<file path="src/rtl/alarm_unit_pkg.sv">
package alarm_unit_pkg;
  localparam int FRAME_W = 16;
  localparam int CHAN_W  = 4;
  localparam logic [3:0] ENTRY_CODE = 4'b1011;

  typedef enum logic {ST_IDLE, ST_PROG} prog_state_e;
endpackage

</file>
<file path="src/rtl/alarm_prog_ctrl.sv">
module alarm_prog_ctrl
  import alarm_unit_pkg::*;
#(
  parameter int RES_W = 12
) (
  input  logic               clk_i,
  input  logic               rst_ni,
  input  logic               frame_valid_i,
  input  logic [FRAME_W-1:0] frame_i,
  output logic               wr_en_o,
  output logic               wr_hi_o,
  output logic [CHAN_W-1:0]  wr_chan_o,
  output logic [RES_W-1:0]   wr_val_o
);
  prog_state_e state_q;
  logic [1:0]  bb_q;
  logic        is_entry;
  logic        exit_bit;

  assign is_entry = frame_i[15:12] == ENTRY_CODE;
  assign exit_bit = frame_i[12];

  always_comb begin
    wr_en_o   = frame_valid_i && (state_q == ST_PROG);
    wr_hi_o   = frame_i[13];
    wr_chan_o = {bb_q, frame_i[15:14]};
    wr_val_o  = frame_i[RES_W-1:0];
  end

  always_ff @(posedge clk_i or negedge rst_ni) begin
    if (!rst_ni) begin
      state_q <= ST_IDLE;
      bb_q    <= '0;
    end else if (frame_valid_i) begin
      case (state_q)
        ST_IDLE: if (is_entry) begin
          state_q <= ST_PROG;
          bb_q    <= frame_i[1:0];
        end
        ST_PROG: if (exit_bit) state_q <= ST_IDLE;
        default: state_q <= ST_IDLE;
      endcase
    end
  end

  assert_entry_opens_R5: assert property (@(posedge clk_i) disable iff (!rst_ni)
    (state_q == ST_IDLE && frame_valid_i && is_entry) |=> (state_q == ST_PROG && bb_q == $past(frame_i[1:0])));
  assert_exit_closes_R7: assert property (@(posedge clk_i) disable iff (!rst_ni)
    (state_q == ST_PROG && frame_valid_i && exit_bit) |=> state_q == ST_IDLE);
  assert_continue_keeps_bb_R7: assert property (@(posedge clk_i) disable iff (!rst_ni)
    (state_q == ST_PROG && frame_valid_i && !exit_bit) |=> (state_q == ST_PROG && $stable(bb_q)));
  assert_foreign_frame_R8: assert property (@(posedge clk_i) disable iff (!rst_ni)
    (state_q == ST_IDLE && frame_valid_i && !is_entry) |=> state_q == ST_IDLE);
endmodule

</file>
<file path="src/rtl/alarm_thr_bank.sv">
module alarm_thr_bank
  import alarm_unit_pkg::*;
#(
  parameter int CH_N  = 16,
  parameter int RES_W = 12
) (
  input  logic              clk_i,
  input  logic              rst_ni,
  input  logic              wr_en_i,
  input  logic              wr_hi_i,
  input  logic [CHAN_W-1:0] wr_chan_i,
  input  logic [RES_W-1:0]  wr_val_i,
  input  logic [CHAN_W-1:0] rd_chan_i,
  output logic [RES_W-1:0]  rd_hi_o,
  output logic [RES_W-1:0]  rd_lo_o
);
  logic [CH_N-1:0][RES_W-1:0] hi_q;
  logic [CH_N-1:0][RES_W-1:0] lo_q;

  for (genvar c = 0; c < CH_N; c++) begin : g_ch
    always_ff @(posedge clk_i or negedge rst_ni) begin
      if (!rst_ni) begin
        hi_q[c] <= '1;
        lo_q[c] <= '0;
      end else if (wr_en_i && (int'(wr_chan_i) == c)) begin
        if (wr_hi_i) hi_q[c] <= wr_val_i;
        else         lo_q[c] <= wr_val_i;
      end
    end
  end

  // Channels beyond CH_N read as never-alarming limits
  always_comb begin
    rd_hi_o = '1;
    rd_lo_o = '0;
    for (int c = 0; c < CH_N; c++) begin
      if (int'(rd_chan_i) == c) begin
        rd_hi_o = hi_q[c];
        rd_lo_o = lo_q[c];
      end
    end
  end

  assert_no_stray_write_R8: assert property (@(posedge clk_i) disable iff (!rst_ni)
    !wr_en_i |=> ($stable(hi_q) && $stable(lo_q)));
  assert_high_select_R6: assert property (@(posedge clk_i) disable iff (!rst_ni)
    (wr_en_i && wr_hi_i) |=> $stable(lo_q));
  assert_low_select_R10: assert property (@(posedge clk_i) disable iff (!rst_ni)
    (wr_en_i && !wr_hi_i) |=> $stable(hi_q));
endmodule

</file>
<file path="src/rtl/alarm_cmp.sv">
module alarm_cmp #(
  parameter int RES_W = 12
) (
  input  logic             clk_i,
  input  logic             rst_ni,
  input  logic             res_valid_i,
  input  logic [RES_W-1:0] res_data_i,
  input  logic [RES_W-1:0] hi_thr_i,
  input  logic [RES_W-1:0] lo_thr_i,
  output logic             over_o,
  output logic             under_o
);
  always_ff @(posedge clk_i or negedge rst_ni) begin
    if (!rst_ni) begin
      over_o  <= 1'b0;
      under_o <= 1'b0;
    end else if (res_valid_i) begin
      over_o  <= res_data_i > hi_thr_i;
      under_o <= res_data_i < lo_thr_i;
    end
  end

  assert_flags_hold_R4: assert property (@(posedge clk_i) disable iff (!rst_ni)
    !res_valid_i |=> ($stable(over_o) && $stable(under_o)));
  assert_full_scale_quiet_R2: assert property (@(posedge clk_i) disable iff (!rst_ni)
    (res_valid_i && hi_thr_i == '1) |=> !over_o);
  assert_zero_floor_quiet_R3: assert property (@(posedge clk_i) disable iff (!rst_ni)
    (res_valid_i && lo_thr_i == '0) |=> !under_o);
endmodule

</file>
<file path="src/rtl/alarm_unit.sv">
module alarm_unit
  import alarm_unit_pkg::*;
#(
  parameter int CH_N  = 16,
  parameter int RES_W = 12
) (
  input  logic               clk_i,
  input  logic               rst_ni,
  input  logic               frame_valid_i,
  input  logic [FRAME_W-1:0] frame_i,
  input  logic               res_valid_i,
  input  logic [CHAN_W-1:0]  res_chan_i,
  input  logic [RES_W-1:0]   res_data_i,
  output logic               alarm_o,
  output logic               alarm_hi_o,
  output logic               alarm_lo_o
);
  logic              wr_en, wr_hi;
  logic [CHAN_W-1:0] wr_chan;
  logic [RES_W-1:0]  wr_val, hi_thr, lo_thr;

  alarm_prog_ctrl #(.RES_W(RES_W)) u_ctrl (
    .clk_i, .rst_ni, .frame_valid_i, .frame_i,
    .wr_en_o(wr_en), .wr_hi_o(wr_hi), .wr_chan_o(wr_chan), .wr_val_o(wr_val)
  );

  alarm_thr_bank #(.CH_N(CH_N), .RES_W(RES_W)) u_bank (
    .clk_i, .rst_ni,
    .wr_en_i(wr_en), .wr_hi_i(wr_hi), .wr_chan_i(wr_chan), .wr_val_i(wr_val),
    .rd_chan_i(res_chan_i), .rd_hi_o(hi_thr), .rd_lo_o(lo_thr)
  );

  alarm_cmp #(.RES_W(RES_W)) u_cmp (
    .clk_i, .rst_ni, .res_valid_i, .res_data_i,
    .hi_thr_i(hi_thr), .lo_thr_i(lo_thr),
    .over_o(alarm_hi_o), .under_o(alarm_lo_o)
  );

  assign alarm_o = alarm_hi_o | alarm_lo_o;

  assert_alarm_held_R4: assert property (@(posedge clk_i) disable iff (!rst_ni)
    !res_valid_i |=> $stable(alarm_o));
endmodule

</file>
<file path="config.mk">
export PLATFORM = sky130hd
export DESIGN_NAME = alarm_unit
export DESIGN_NICKNAME = d
export VERILOG_FILES = /design/src/rtl/alarm_unit_pkg.sv /design/src/rtl/alarm_prog_ctrl.sv /design/src/rtl/alarm_thr_bank.sv /design/src/rtl/alarm_cmp.sv /design/src/rtl/alarm_unit.sv
export SDC_FILE = /design/constraint.sdc
export NUM_CORES = 1
export LEC_CHECK = 0
export ABC_AREA = 1
export ABC_CLOCK_PERIOD_IN_PS = 2650
export BUFFER_PORTS_ARGS = -buffer_cell sky130_fd_sc_hd__buf_4
export CORE_MARGIN = 5
export CORE_UTILIZATION = 40
export CTS_BUF_LIST = sky130_fd_sc_hd__clkbuf_2
export CTS_CLUSTER_SIZE = 8
export DETAILED_ROUTE_END_ITERATION = 16
export HOLD_SLACK_MARGIN = 0.1
export SYNTH_ARGS = -nofsm -noshare
export SYNTH_HDL_FRONTEND = slang
export SYNTH_SLANG_ARGS = --single-unit
</file>
<file path="constraint.sdc">
create_clock -name clk_i -period 2.65 [get_ports clk_i]
set_input_delay 0 -clock clk_i [delete_from_list [all_inputs] [get_ports clk_i]]
set_output_delay 0 -clock clk_i [all_outputs]
set_load 0.03 [all_outputs]
</file>
==> impl_metrics.toml, run 1 <==
[status]
status = "complete, but fails checks"
violations = "setup timing"

[drt]
drtPass1Iterations = 7
routed-via-count = 14850
wire_per_inst_um = 17.15
wl_met1_um = 22090
wirelength_um = 49180
wl_met2_um = 23280
drc = 0
antenna_left = 0
wl_met3_um = 2585
via_per_inst = 5.179
routed.top_layer = "met4"
drtIter0Drc = 1173

[synth]
synthMostInstantiatedCell = "nand2_1"
synth_top_area_share_pct = 28.79
syn_inst = 1993
synth_area_leader_cell = "dfstp_2"
synth_edf_count = 0
synth_seq_cells = 389
syn_nets = 2052
synth_warnings = 0
async_flop_share_pct = 100.0
avgSynthCellArea_sq_um = 8.791
syn_area_sq_mm = 0.01752
synthTopCellsByArea = "dfstp_2, dfrtp_1, o21ai_0, nand2_1, nor2_1"
ys.flop_type = "dfrtp_1"
synth_cell_types = 43
seq_area_frac_synth_pct = 56.93
ys_top_cells_by_count = "nand2_1, o21ai_0, dfrtp_1"

[critical_path]
cp_data_required_time_ns = 3.58
r2r_setup_slack_ns = -0.31
crit_buf_inv = 3
cp_slowest_cell = "dfstp_2"
r2r_cells = 19
crit_arrival_ns = 3.89
max_stage_delay_ns = 0.54
r2r_start = "u_bank.hi_q[8]"
cp-start-kind = "flop"
crit_path_max_fanout = 2
rr_endpoint = "u_cmp.over_o"
end_kind = "flop"
crit_top_cell = "nand2_1"
crit_family = "simple AND/OR/NAND/NOR gates"
critPathKind = "reg -> reg"
crit_chain = "o22ai_1 > inv_1 > o21ai_2 > nor4_2 > o211ai_1 > nand2_1 > o21ai_2 > nor4_4 > buf_4 > nand4_1 > nand2_1 > inv_2 > ha_4 > nand3_2 > nor2_1 > nand2_1 > o2111ai_2 > nand3_1 > nand2_1"

[finish]
nNetsFinal = 2265
syn_to_final_growth_pct = 19.25
final_cells = 2868
final_layout_size_suffix_gt1_share_pct = 27.14

[timing]
fin_crit_ns = 2.960
fmax_mhz = 337.8
rsz0062_at_grt = "yes"
period_share_pct = 111.7
hold_viol = 0
hold_slack_ns = 0.1772
setup_ws_ns = -0.3105
max_slew_margin_pct = 43.61
worstMarginPinSlew_ns = 0.8449
slew_violations = 0
setup_violations = 1
setup_tns_ns = -0.3105
skew_ns = 0.05159

[hold_path]
hold_start = "frame_i[15]"
holdPathStages = 6
worstHoldPathType = "in -> reg"
holdPathEnd = "u_bank.hi_q[159]"

[global_route]
grt_pass1_wl_um = 80040
first_global_vias = 14740
grt_util_all_layers_pct = 20.87
grt_max_degree = 68
overflow = 0
antenna_found_initial = 2

[power_and_ir_drop]
p_total_mw = 12.42
peakVddDrop_mv = 0.2605
leakage_nw = 9.229
power-per-cell-area_mw_per_mm2 = 594.3

[place]
globalplace.congestion = 0.8617
port_buffers = 38
numPlacedInstances = 2616
pre_cts_ws_ns = -0.4370
detailed_place_hpwl_um = 31970

[clocking]
cts-root-buf = "clkbuf_2"
cts_tree = "yes"
clkLatencyLatePin_ns = 1.03
cts_max_level = 3
clk_pin_slew_worst_paths_ns = 0.11
clock-sinks = 389
cts_buffers = 103
post_cts_buffers = 0
clock_path_buffers = 3

[job]
cap_violations = 0

[die]
die_h_um = 219.3
core_sq_mm = 0.04317
start_util_pct = 40.58
die_w_um = 219.3
dieArea_sq_mm = 0.04809
num_rows = 76
ios = 39
## flip-flops by register name (all words and copies together), names as in the netlist
| name | cells |
|---|---|
| u_bank.hi_q | 192 |
| u_bank.lo_q | 192 |
| u_ctrl.bb_q | 2 |
| u_cmp.over_o | 1 |
| u_cmp.under_o | 1 |
| u_ctrl.state_q | 1 |
## where the power goes
part           internal, mW  leakage, nW  switching [mW]
combinational         0.641         3.84           0.949
clock                  1.54        0.700            2.43
sequential             6.58         4.69           0.276
total                  8.76         9.23            3.66
## worst register-to-register path, delay by kind of cell (launching register included)
family,cells,cell delay (ns)
AOI/OAI and AO/OA,5,0.45
adders and majority gates,1,0.26
buffers and inverters,3,0.28
DFF,1,0.54
and+or+nand+nor,10,1.37
## cell usage in the layout (no fill, tap or decap), types with 10 or more instances in the layout
| cell | netlist | layout |
|---|---|---|
| nor2_1 | 119 | 118 |
| nand3_1 | 77 | 76 |
| o22ai_1 | 12 | 12 |
| ha_1 | 23 | 22 |
| buf_12 | 0 | 14 |
| nand2_1 | 548 | 548 |
| dfrtp_1 | 197 | 197 |
| buf_4 | 4 | 159 |
| nor3_1 | 14 | 10 |
| clkbuf_2 | 0 | 155 |
| a21oi_1 | 50 | 47 |
| o21ai_1 | 20 | 22 |
| nand4_1 | 28 | 28 |
| or2_2 | 28 | 28 |
| dlygate4sd3_1 | 0 | 70 |
| dfstp_2 | 192 | 192 |
| inv_1 | 43 | 42 |
| clkinv_1 | 1 | 19 |
| inv_2 | 13 | 17 |
| o21ai_0 | 417 | 412 |
## area by class of cell
type | count | area, sq um
fillers | 4194 | 22280
diodes | 2 | 5.005
clock inverters | 25 | 98.84
repair buffers | 245 | 2217
flip-flops and latches | 389 | 9975
clock buffers | 155 | 775.7
inverters | 57 | 214.0
multi-input cells | 1410 | 6877
well taps | 585 | 732.0
## metal layers
metal,up-vias,track usage (%)
li1,7166,-
met1,7198,28.22
met2,386,33.70
met3,102,4.070
met4,0,7.285
met5,-,0
## what timing repair did
item	CTS	global route
resized for setup	20	10
hold endpoints to repair	778	0
setup endpoints to repair	2	10
pin swaps	9	1
hold buffers	72	0
## metrics by stage
stage / utilization (%) / cell area (sq um)
floorplan: - / 17520
global placement: 44.39 / 19160
detailed placement: 44.39 / 19160
CTS: 48.30 / 20850
global route: 48.39 / 20890
finish: 48.40 / 20890
## cells by family after synthesis
logic type | after synthesis | share of synthesized area [%]
flip-flops | 389 | 56.93
adder cells (fa/ha/maj) | 23 | 1.643
buffers and inverters | 194 | 4.570
AND/OR/NAND/NOR | 850 | 20.64
AO/OA/AOI/OAI | 537 | 16.22
## worst max path at each step
stage                    start  slack [ns]  cells past startpoint           end
3_3_place_gp    u_bank.hi_q[8]       -0.45                     19  u_cmp.over_o
5_1_grt        u_bank.hi_q[10]       -0.56                     18  u_cmp.over_o
6_report        u_bank.hi_q[8]       -0.31                     19  u_cmp.over_o
4_1_cts         u_bank.hi_q[8]       -0.33                     19  u_cmp.over_o
3_5_place_dp    u_bank.hi_q[8]       -0.44                     19  u_cmp.over_o
2_1_floorplan  u_bank.hi_q[11]        0.35                     17  u_cmp.over_o
Power figures use the tool's default switching activity.
==> inputs of run 2 (changes only) <==
Settings changed: PLACE_DENSITY_LB_ADDON from default to 0.08.
==> run 2 against run 1 <==
Against the previous run: the flow still finishes with violations (setup timing); non-clock buffer count rose by 30; sequential power barely moved; final area up 1.8%; critical path depth is 3 lower; clock skew rose by 0.026 ns; cell count grew 1.3%; total power is 2.5% higher; worst setup slack improved by 0.045 ns; wire length up 6.5%; critical path type unchanged; largest cell class unchanged; largest power group unchanged.
==> impl_metrics.toml, run 2 (synthesis results as in run 1) <==
[timing]
setup_violations = 2
period_share_pct = 110.0
slew_violations = 0
fmax_mhz = 343.0
max_slew_margin_pct = 54.08
worstMarginPinSlew_ns = 0.6835
skew_ns = 0.07769
rsz0062_at_grt = "yes"
hold_viol = 0
fin_crit_ns = 2.916
setup_ws_ns = -0.2657

[die]
ios = 39
die_w_um = 219.3
num_rows = 76
core_sq_mm = 0.04317
start_util_pct = 40.58
dieArea_sq_mm = 0.04809
die_h_um = 219.3

[place]
pre_cts_ws_ns = -0.4790
globalplace.congestion = 0.8649
numPlacedInstances = 2633
detailed_place_hpwl_um = 34100
port_buffers = 38
placed_area_sq_mm = 0.01930

[global_route]
antenna_found_initial = 4
grt_util_all_layers_pct = 22.33
grt_max_degree = 74
grt_pass1_wl_um = 83520
first_global_vias = 14830
overflow = 0

[finish]
final_util_pct = 49.25
finalInstanceArea_sq_mm = 0.02126
fillers = 4259
multi_input_area_sq_mm = 0.006925
final_common_cell = "nand2_1"
nNetsFinal = 2296
final_layout_size_suffix_gt1_share_pct = 28.39
final_cells = 2904
reg_top3 = "u_bank.hi_q: 192 flops, u_bank.lo_q: 192 flops, u_ctrl.bb_q: 2 flops"
layout_common_cells = "nand2_1, o21ai_0, dfrtp_1"
syn_to_final_growth_pct = 21.35
seqCellArea_sq_mm = 0.009975

[clocking]
clock-sinks = 389
cts_max_level = 3
cts_buffers = 104
clk_pin_slew_worst_paths_ns = 0.11
cts_tree = "yes"
cts-root-buf = "clkbuf_2"
clkLatencyLatePin_ns = 1.06
clock_path_buffers = 3

[critical_path]
end_kind = "flop"
crit_path_max_fanout = 3
crit_arrival_ns = 3.82
cp_data_required_time_ns = 3.56
cp-start-kind = "flop"
critPathKind = "reg -> reg"

[power_and_ir_drop]
leakage_nw = 9.447
p_total_mw = 12.73
peakVddDrop_mv = 0.2922
power-per-cell-area_mw_per_mm2 = 598.7

[status]
status = "complete, but fails checks"
violations = "setup timing"

[drt]
drtIter0Drc = 1203
wire_per_inst_um = 18.04
via_per_inst = 5.125
drc = 0
wirelength_um = 52400
drtPass1Iterations = 5
routed-via-count = 14880
antenna_left = 0

[hold_path]
worstHoldPathType = "in -> reg"

[job]
cap_violations = 0
run 2: power breakdown:
part	internal (mW)	total, mW	switching, mW
clock network	1.73	4.23	2.50
logic	0.670	1.65	0.983
registers	6.58	6.85	0.271
run 2: stage by stage:
step | hold slack [ns] | setup TNS [ns]
6_report | 0.2582 | -0.2957
5_1_grt | 0.1713 | -0.7507
4_1_cts | 0.1015 | -0.7203
3_5_place_dp | 0.04960 | -0.8571
3_3_place_gp | 0.05195 | -0.9472
2_1_floorplan | -0.2956 | 0
run 2: worst max-delay path, cell delays in order, from the launching register on:
cell and delay (ns):
dfstp_2 0.54, o21ai_1 0.08, nor3_1 0.33, a21oi_1 0.13, o41ai_2 0.26, buf_4 0.16, o2111ai_1 0.13, nor2_1 0.13
nand3_1 0.09, nand2_1 0.07, inv_1 0.06, ha_1 0.31, nand3_1 0.10, nor3_1 0.15, nand3_1 0.09, nand3_1 0.09
nand2_1 0.06
run 2: path summary, 6_finish.rpt:
check / cells after the start / start / to / slack (ns)
min in group asynchronous: 5 / rst_ni / u_bank.lo_q[13] / 0.67
min reg2reg: 2 / u_bank.lo_q[94] / u_bank.lo_q[94] / 0.49
max in group asynchronous: 6 / rst_ni / u_bank.lo_q[119] / 1.19
max reg2reg: 16 / u_bank.hi_q[45] / u_cmp.over_o / -0.27
max: 16 / u_bank.hi_q[45] / u_cmp.over_o / -0.27
min: 13 / res_chan_i[3] / u_cmp.under_o / 0.26
run 2: what timing repair did:
item                                   in CTS  in global routing
pin swaps                                  11                 11
hold buffers                               82                  0
setup buffers                               0                  2
cloned                                      0                  0
endpoints found under the hold margin     778                  0
setup endpoints to repair                   2                  8
resized for setup                          21                 20
run 2: routing by layer:
layer	vias to the layer above	routed length [um]	part of all wire [%]	global-route usage, %
li1	7232	-	-	-
met1	7175	24700	47	31.66
met2	389	23750	45	34.51
met3	86	2847	5.4	4.842
met4	0	1106	2.1	6.782
met5	-	0	0	0
run 2: layout make-up:
class | instances | area share [%]
flip-flops and latches | 389 | 46.92
multi-input cells | 1410 | 32.57
repair buffers | 275 | 11.66
clock buffers | 167 | 3.931
well taps | 585 | 3.443
inverters | 57 | 1.006
clock inverters | 16 | 0.4061
diodes | 5 | 0.05885
